<file path="config.mk">
export PLATFORM = sky130hd
export DESIGN_NAME = pwm_timer
export DESIGN_NICKNAME = d
export VERILOG_FILES = /design/src/rtl/pwm_timer_pkg.sv /design/src/rtl/pwm_prescale.sv /design/src/rtl/pwm_core.sv /design/src/rtl/pwm_regs.sv /design/src/rtl/pwm_timer.sv
export SDC_FILE = /design/constraint.sdc
export NUM_CORES = 1
export LEC_CHECK = 0
export BUFFER_PORTS_ARGS = -buffer_cell sky130_fd_sc_hd__buf_2
export CAP_MARGIN = 20
export CORE_MARGIN = 2
export CORE_UTILIZATION = 60
export CTS_BUF_LIST = sky130_fd_sc_hd__clkbuf_16
export CTS_CLUSTER_DIAMETER = 150
export DETAILED_ROUTE_END_ITERATION = 12
export GPL_TIMING_DRIVEN = 0
export PLACE_DENSITY_LB_ADDON = 0.12
export SYNTH_ARGS = -nofsm -noshare
export SYNTH_HDL_FRONTEND = slang
export SYNTH_SLANG_ARGS = --single-unit
</file>
<file path="constraint.sdc">
create_clock -name clk -period 8.3 [get_ports clk]
set_input_delay 0.415 -clock clk [delete_from_list [all_inputs] [get_ports clk]]
set_output_delay 0.415 -clock clk [all_outputs]
set_load 0.01 [all_outputs]
</file>
<file path="src/rtl/pwm_timer_pkg.sv">
package pwm_timer_pkg;
  localparam int REG_W  = 32;
  localparam int CNT_W  = REG_W / 2;
  localparam int PRE_W  = 17;
  localparam int CTRL_W = 10;
  localparam int BUSY_BIT = 28;
  localparam int OFS_CTRL = 0;
  localparam int OFS_PER  = 4;

  // Field order matches the control word, MSB first.
  typedef struct packed {
    logic       bypass;
    logic       start;
    logic       one_shot;
    logic       gate;
    logic       pol;
    logic       en;
    logic [3:0] code;
  } ctrl_t;

  // Tick divisor for a divider code; zero marks a reserved code.
  function automatic logic [PRE_W-1:0] div_of(input logic [3:0] code);
    logic [PRE_W-1:0] d;
    case (code)
      4'd0:    d = 17'd120;
      4'd1:    d = 17'd180;
      4'd2:    d = 17'd240;
      4'd3:    d = 17'd360;
      4'd4:    d = 17'd480;
      4'd8:    d = 17'd12000;
      4'd9:    d = 17'd24000;
      4'd10:   d = 17'd36000;
      4'd11:   d = 17'd48000;
      4'd12:   d = 17'd72000;
      4'd15:   d = 17'd1;
      default: d = '0;
    endcase
    return d;
  endfunction
endpackage

</file>
<file path="src/rtl/pwm_prescale.sv">
module pwm_prescale
  import pwm_timer_pkg::*;
(
  input  logic             clk,
  input  logic             rst_n,
  input  logic             run,
  input  logic [PRE_W-1:0] div,
  output logic             tick
);
  logic [PRE_W-1:0] pre_q;

  // >= keeps the divider sane if the code shrinks mid-count.
  assign tick = run && (pre_q >= div - 1'b1);

  always_ff @(posedge clk) begin
    if (!rst_n)            pre_q <= '0;
    else if (!run || tick) pre_q <= '0;
    else                   pre_q <= pre_q + 1'b1;
  end
endmodule

</file>
<file path="src/rtl/pwm_core.sv">
module pwm_core
  import pwm_timer_pkg::*;
(
  input  logic             clk,
  input  logic             rst_n,
  input  logic             run,
  input  logic             tick,
  input  logic [CNT_W-1:0] total,
  input  logic [CNT_W-1:0] active,
  output logic             wrap,
  output logic             act
);
  logic [CNT_W-1:0] cnt_q;

  assign wrap = run && tick && (cnt_q >= total);
  assign act  = run && (cnt_q < active);

  always_ff @(posedge clk) begin
    if (!rst_n)    cnt_q <= '0;
    else if (!run) cnt_q <= '0;
    else if (tick) cnt_q <= wrap ? '0 : cnt_q + 1'b1;
  end

  // the count never passes the live total while running
  p_cnt_bound_r5: assert property (@(posedge clk) disable iff (!rst_n)
    run |-> (cnt_q <= total));
  // a stopped waveform restarts from tick zero
  p_idle_reset_r3: assert property (@(posedge clk) disable iff (!rst_n)
    !run |=> (cnt_q == '0));
endmodule

</file>
<file path="src/rtl/pwm_regs.sv">
module pwm_regs
  import pwm_timer_pkg::*;
#(
  parameter int ADDR_W = 4
) (
  input  logic              clk,
  input  logic              rst_n,
  input  logic              req_valid,
  input  logic              req_write,
  input  logic [ADDR_W-1:0] req_addr,
  input  logic [REG_W-1:0]  req_wdata,
  input  logic              boundary,
  input  logic              pulse_done,
  output ctrl_t             ctrl_q,
  output logic [CNT_W-1:0]  live_total,
  output logic [CNT_W-1:0]  live_active,
  output logic              busy_q,
  output logic              rsp_valid,
  output logic [REG_W-1:0]  rsp_rdata
);
  localparam logic [ADDR_W-1:0] A_CTRL = ADDR_W'(OFS_CTRL);
  localparam logic [ADDR_W-1:0] A_PER  = ADDR_W'(OFS_PER);
  localparam int GAP_HI = REG_W - 1 - BUSY_BIT;
  localparam int GAP_LO = BUSY_BIT - CTRL_W;

  logic sel_ctrl, sel_per, ctrl_wr, per_wr, rd;
  logic [CNT_W-1:0] sh_total, sh_active;
  logic [REG_W-1:0] ctrl_word;
  logic unused_wbits;

  assign sel_ctrl = (req_addr == A_CTRL);
  assign sel_per  = (req_addr == A_PER);
  assign ctrl_wr  = req_valid && req_write && sel_ctrl;
  assign per_wr   = req_valid && req_write && sel_per;
  assign rd       = req_valid && !req_write;
  assign ctrl_word = {{GAP_HI{1'b0}}, busy_q, {GAP_LO{1'b0}}, ctrl_q};
  assign unused_wbits = ^req_wdata[REG_W-1:CTRL_W];

  always_ff @(posedge clk) begin
    if (!rst_n)          ctrl_q <= '0;
    else if (ctrl_wr)    ctrl_q <= ctrl_t'(req_wdata[CTRL_W-1:0]);
    else if (pulse_done) ctrl_q.start <= 1'b0;
  end

  always_ff @(posedge clk) begin
    if (!rst_n) begin
      sh_total    <= '0;
      sh_active   <= '0;
      live_total  <= '0;
      live_active <= '0;
      busy_q      <= 1'b0;
    end else if (per_wr) begin
      sh_total  <= req_wdata[REG_W-1:CNT_W];
      sh_active <= req_wdata[CNT_W-1:0];
      busy_q    <= 1'b1;
    end else if (busy_q && boundary) begin
      live_total  <= sh_total;
      live_active <= sh_active;
      busy_q      <= 1'b0;
    end
  end

  always_ff @(posedge clk) begin
    if (!rst_n) begin
      rsp_valid <= 1'b0;
      rsp_rdata <= '0;
    end else begin
      rsp_valid <= rd;
      if (rd) rsp_rdata <= sel_ctrl ? ctrl_word :
                           sel_per  ? {sh_total, sh_active} : '0;
    end
  end

  // a period write always leaves busy set
  p_busy_set_r10: assert property (@(posedge clk) disable iff (!rst_n)
    per_wr |=> busy_q);
  // an uncontested boundary completes the transfer
  p_busy_clear_r10: assert property (@(posedge clk) disable iff (!rst_n)
    (busy_q && boundary && !per_wr) |=> !busy_q);
  // the start bit clears itself after the single period
  p_start_clear_r7: assert property (@(posedge clk) disable iff (!rst_n)
    (pulse_done && !ctrl_wr) |=> !ctrl_q.start);
  // every read is answered in the next cycle
  p_rsp_next_r1: assert property (@(posedge clk) disable iff (!rst_n)
    rd |=> rsp_valid);
endmodule

</file>
<file path="src/rtl/pwm_timer.sv">
module pwm_timer
  import pwm_timer_pkg::*;
#(
  parameter int ADDR_W = 4
) (
  input  logic              clk,
  input  logic              rst_n,
  input  logic              req_valid,
  output logic              req_ready,
  input  logic              req_write,
  input  logic [ADDR_W-1:0] req_addr,
  input  logic [31:0]       req_wdata,
  output logic              rsp_valid,
  output logic [31:0]       rsp_rdata,
  output logic              pwm_out
);
  ctrl_t            ctrl;
  logic [CNT_W-1:0] live_total, live_active;
  logic [PRE_W-1:0] div;
  logic busy, code_ok, allowed, run, tick, wrap, act, bypass_on;

  assign req_ready = 1'b1;
  assign div       = div_of(ctrl.code);
  assign code_ok   = (div != '0);
  assign allowed   = ctrl.en && ctrl.gate;
  assign run       = allowed && code_ok && !ctrl.bypass &&
                     (!ctrl.one_shot || ctrl.start);
  assign bypass_on = allowed && ctrl.bypass;

  pwm_regs #(.ADDR_W(ADDR_W)) u_regs (
    .clk        (clk),
    .rst_n      (rst_n),
    .req_valid  (req_valid),
    .req_write  (req_write),
    .req_addr   (req_addr),
    .req_wdata  (req_wdata),
    .boundary   (!run || wrap),
    .pulse_done (wrap && ctrl.one_shot),
    .ctrl_q     (ctrl),
    .live_total (live_total),
    .live_active(live_active),
    .busy_q     (busy),
    .rsp_valid  (rsp_valid),
    .rsp_rdata  (rsp_rdata)
  );

  pwm_prescale u_pre (
    .clk  (clk),
    .rst_n(rst_n),
    .run  (run),
    .div  (div),
    .tick (tick)
  );

  pwm_core u_core (
    .clk   (clk),
    .rst_n (rst_n),
    .run   (run),
    .tick  (tick),
    .total (live_total),
    .active(live_active),
    .wrap  (wrap),
    .act   (act)
  );

  always_comb begin
    if (bypass_on) pwm_out = clk ^ ~ctrl.pol;
    else           pwm_out = act ? ctrl.pol : ~ctrl.pol;
  end

  // a reserved divider code keeps the output inactive
  p_reserved_idle_r9: assert property (@(posedge clk) disable iff (!rst_n)
    (allowed && !ctrl.bypass && !code_ok) |-> (pwm_out == !ctrl.pol));
  // without both enable and gate no tick is produced
  p_no_tick_r3: assert property (@(posedge clk) disable iff (!rst_n)
    !allowed |-> !tick);
endmodule

</file>
== After elaboration in Yosys (flattened, before gate mapping) ==
Memory sizes are Yosys's and may differ from the RTL's. A register that Yosys moved wholly into a read port is not among the register bits.
Index checks and enable logic that the tools add are counted.

* Register bits: 141
* Latch bits: 0
* RAM bits: 0
* Bits in read-only memories: 256
* Input port bits: 40
* Output and inout bits: 35
* Memories kept: 1

* Add/subtract/negate cells: 3
* Multiply operators: 0
* Divide/modulo/power cells: 0
* $lt $le $gt $ge: 3
* Equality and inequality tests: 1
* Shift-type cells: 0
* Multiplexer cells: 11
* Bitwise gates (word level): 4
* Reduce and logical (&&, ||, !) cells: 29

{| class="wikitable"
|+ Memory list
! name !! depth !! bits a word !! read ports !! clocked after Yosys merged registers in !! wr ports !! line !! RTL
|-
| (no name shown) || 16 || 16 || 1 || 1 || 0 || pwm_timer_pkg.sv:24 || <nowiki>case (code)</nowiki>
|}

{| class="wikitable"
|+ Operators by type and width
! cell !! number
|-
| two-way mux 32 bit || 2
|-
| adder 17 x 1 -> 17 bit, second input constant || 1
|-
| >= comparator 17 bit || 1
|-
| nonzero test 17 bit || 1
|-
| subtractor 17 x 1 -> 17 bit, second input constant || 1
|-
| adder 16 x 1 -> 16 bit, second input constant || 1
|-
| >= comparator 16 bit || 1
|-
| less-than comparator 16 bit || 1
|-
| two-way mux 16 bit || 1
|-
| logical AND 1 bit || 15
|-
| two-way mux 4 bit || 2
|-
| two-way mux 1 bit || 6
|-
| == test 4 x 3 -> 1 bit, second input constant || 1
|-
| logical NOT 1 bit || 4
|-
| logical NOT 4 bit || 1
|-
| AND reduction 2 bit || 2
|-
| nonzero test 2 bit || 2
|-
| logical OR 1 bit || 3
|-
| inverter 1 bit || 3
|-
| OR reduction 2 bit || 1
|-
| XOR 1 bit || 1
|}

== Longest topological paths before layout ==
* Depth in word-level cells: 11
* Depth in mapped cells: 17

== Cells and area by module ==
From an unflattened synthesis, not the netlist that was laid out.

* Cells, all modules: 924
* Area, all modules: 7,933.9 µm²

{| class="wikitable"
|+ Modules (own cells, without submodules)
! module !! instances !! cells an instance !! area an instance (µm²) !! seq. area each (µm²)
|-
| pwm_regs || 1 || 523 || 4,672.0 || 2,162.1
|-
| pwm_core || 1 || 191 || 1,602.8 || 320.3
|-
| pwm_prescale || 1 || 164 || 1,377.6 || 340.3
|-
| pwm_timer || 1 || 46 || 281.5 || 0.0
|}

==> metrics.txt <==
Mean Syn Cell Area=~8.6 um2; initial antenna violation count=0; wire length per cell=15.4 um; met3 Use GR=under 10%; DRT Pass-1 Iters=8; GRT Total Usage=about 29%; setup TNS=0 ns; post-CTS sizing=0; P&R area growth vs syn=16.5%; worst hold path class=in -> reg; WL final=~18 mm; WP data arrival=between 5 and 6 ns; DIE AREA=roughly 14000 um2; Power Dens Cells=about 190 nW/um2; fraction of registers with async set/reset=0%; Post-Place Cell Area=8180 um2; vias in the first global route=just over 6000; CP endpoint kind=output port; Gate Count Post-Synth=887; largest net degree at the start of global routing=17; hold slack=about 0.11 ns; EDFF count, synth=0; Crit Path Class=clk -> out; Yosys top cell by area=dfxtp_1; area share of the largest cell type after synthesis=41.1%; Final nets=roughly 1100; die width=~120 um; syn nets=982; Die H=approximately 120 um; Post-CTS Hold Fix Bufs=0; Clock Skew=approximately 0.011 ns; # diodes=0; final core occ=between 70 and 80%; grt ovf=0; Cell variety after synth=52; Worst-Skew Late Latency=0.54 ns; final setup fails=0; Mapped Area=between 7000 and 8000 um2; Fillers=1025; M1 GR Usage=37.9%; fraction of layout cells with a size suffix above 1=between 10% and 20%; Setup Fix Bufs, Post-CTS=0; routability-driven placement congestion ratio=about 0.83; Synth top cells by count=nand2_1, dfxtp_1, nor2_1, ha_1, inv_1; YS warnings=0; first-pass GRT wire length=about 30 mm; Core ar.=approximately 12000 um2; final instance area=8850 um2; Clock transition at path regs=roughly 0.06 ns; Slew headroom=between 50% and 60%; Buffers on Ports=about 70; Worst Setup Slack, final=roughly 2.8 ns; top cells by area, synth=dfxtp_1, ha_1, nand2_1; RSZ-0062 raised after global routing=no; IO Count=between 70 and 80; total of max-cap violations=0; top-count cell post-synth=nand2_1; Place WS=~3.2 ns; Worst Setup Start Kind=clock port; Leak=between 0.003 and 0.004 uW; CTS tree=yes; detailed placer's ending HPWL=about 13 mm; worst slew pin tran=between 0.7 and 0.8 ns; Max Slew Vio Count=0; status=complete, no violations; drc violations=0; routed vias/inst=5.43; busiest grt layer=met2; required time of the critical path=slightly below 8 ns; DR iter-0 viols=between 300 and 400; Final Hold Viols=0; Seq/Total Area, Yosys=between 40% and 50%; Max VDD drop=~0.00014 V; ys flop type=dfxtp_1; number of synthesized register bits=~160; ANT nets after route=0; Vias=about 6300; Initial Util=60.9%; GR Util met2=46.4%; row count=41; Worst Path Max Fanout=2
-- final cells by class --
class	instances	area [um2]	share of cell area, %
timing repair buffer	73	373	4.21
sequential	156	3120	35.3
tap	172	215	2.43
inverter	46	173	1.95
clock buffer	21	505	5.71
multi-input combinational	635	4070	46.0
clock inverter	15	161	1.82
buffer	50	229	2.59
-- power by group --
part | internal (uW) | total, uW | switching (uW)
registers | 754 | 758 | 3.66
clock network | 509 | 844 | 335
logic | 23.1 | 57.6 | 34.5
total | 1290 | 1660 | 374
-- stage by stage --
stage               power [uW]  instances
floorplan                  806        887
global placement           831       1131
detailed placement         832       1132
CTS                       1660       1167
global route              1700       1168
finish                    1660       1168
-- layer usage --
layer / up-vias / part of all wire [%]
met5: - / 0
met4: 0 / 2.2
met3: 32 / 4.6
met2: 149 / 45
met1: 2942 / 48
li1: 3219 / -
-- state kept, by name (all words and copies together) (netlist names), 10 cells and up --
signal / cells
u_regs.ctrl_q: 10
u_regs.live_total: 16
u_regs.rsp_rdata: 32
u_core.cnt_q: 16
u_regs.sh_total: 16
div: 15
u_regs.sh_active: 16
u_regs.live_active: 16
u_pre.pre_q: 17
-- worst max-delay path, stage by stage --
cell and delay [ns]:
clkbuf_16 0.12, clkbuf_16 0.13, a41oi_1 0.33, xor2_1 0.23
buf_2 0.16
-- placed cells by master, fill, tap and decap left out, types with 8 or more instances in the layout --
cell type and count:
dfxtp_1 156, nand4_1 11, o21ai_0 8, nor3b_1 11, clkbuf_16 20, nor2_1 66, a21boi_0 38, ha_1 55
a21boi_1 23, inv_1 45, a21o_1 9, a21oi_1 19, and3_1 10, clkbuf_1 40, nand2_1 181, nand3_1 40
buf_2 76, mux2i_1 37, nor4_1 9, nand2b_1 8, a221oi_1 11, xor2_1 12, xnor2_1 25
-- cells by family after synthesis --
logic type                 share of synthesized area, %
other                                            0.0494
DFF                                                41.1
and+or+nand+nor                                    21.4
AOI/OAI and AO/OA                                  14.0
xor gates and xnor gates                           4.27
muxes                                              4.88
adders and majority gates                          9.06
buffers and inverters                              5.29
-- worst paths after layout --
path | from | endpoint | slack (ns) | cells after the start
worst max-delay path | clk | pwm_out | 2.76 | 5
worst min-delay path | req_wdata[22] | u_regs.sh_total[6] | 0.11 | 3
worst max register to register | div[0] | u_regs.live_total[6] | 3.89 | 16
worst min register to register | u_regs.live_total[13] | u_regs.live_total[13] | 0.46 | 2
No activity file was read; power rests on OpenSTA's default activity.
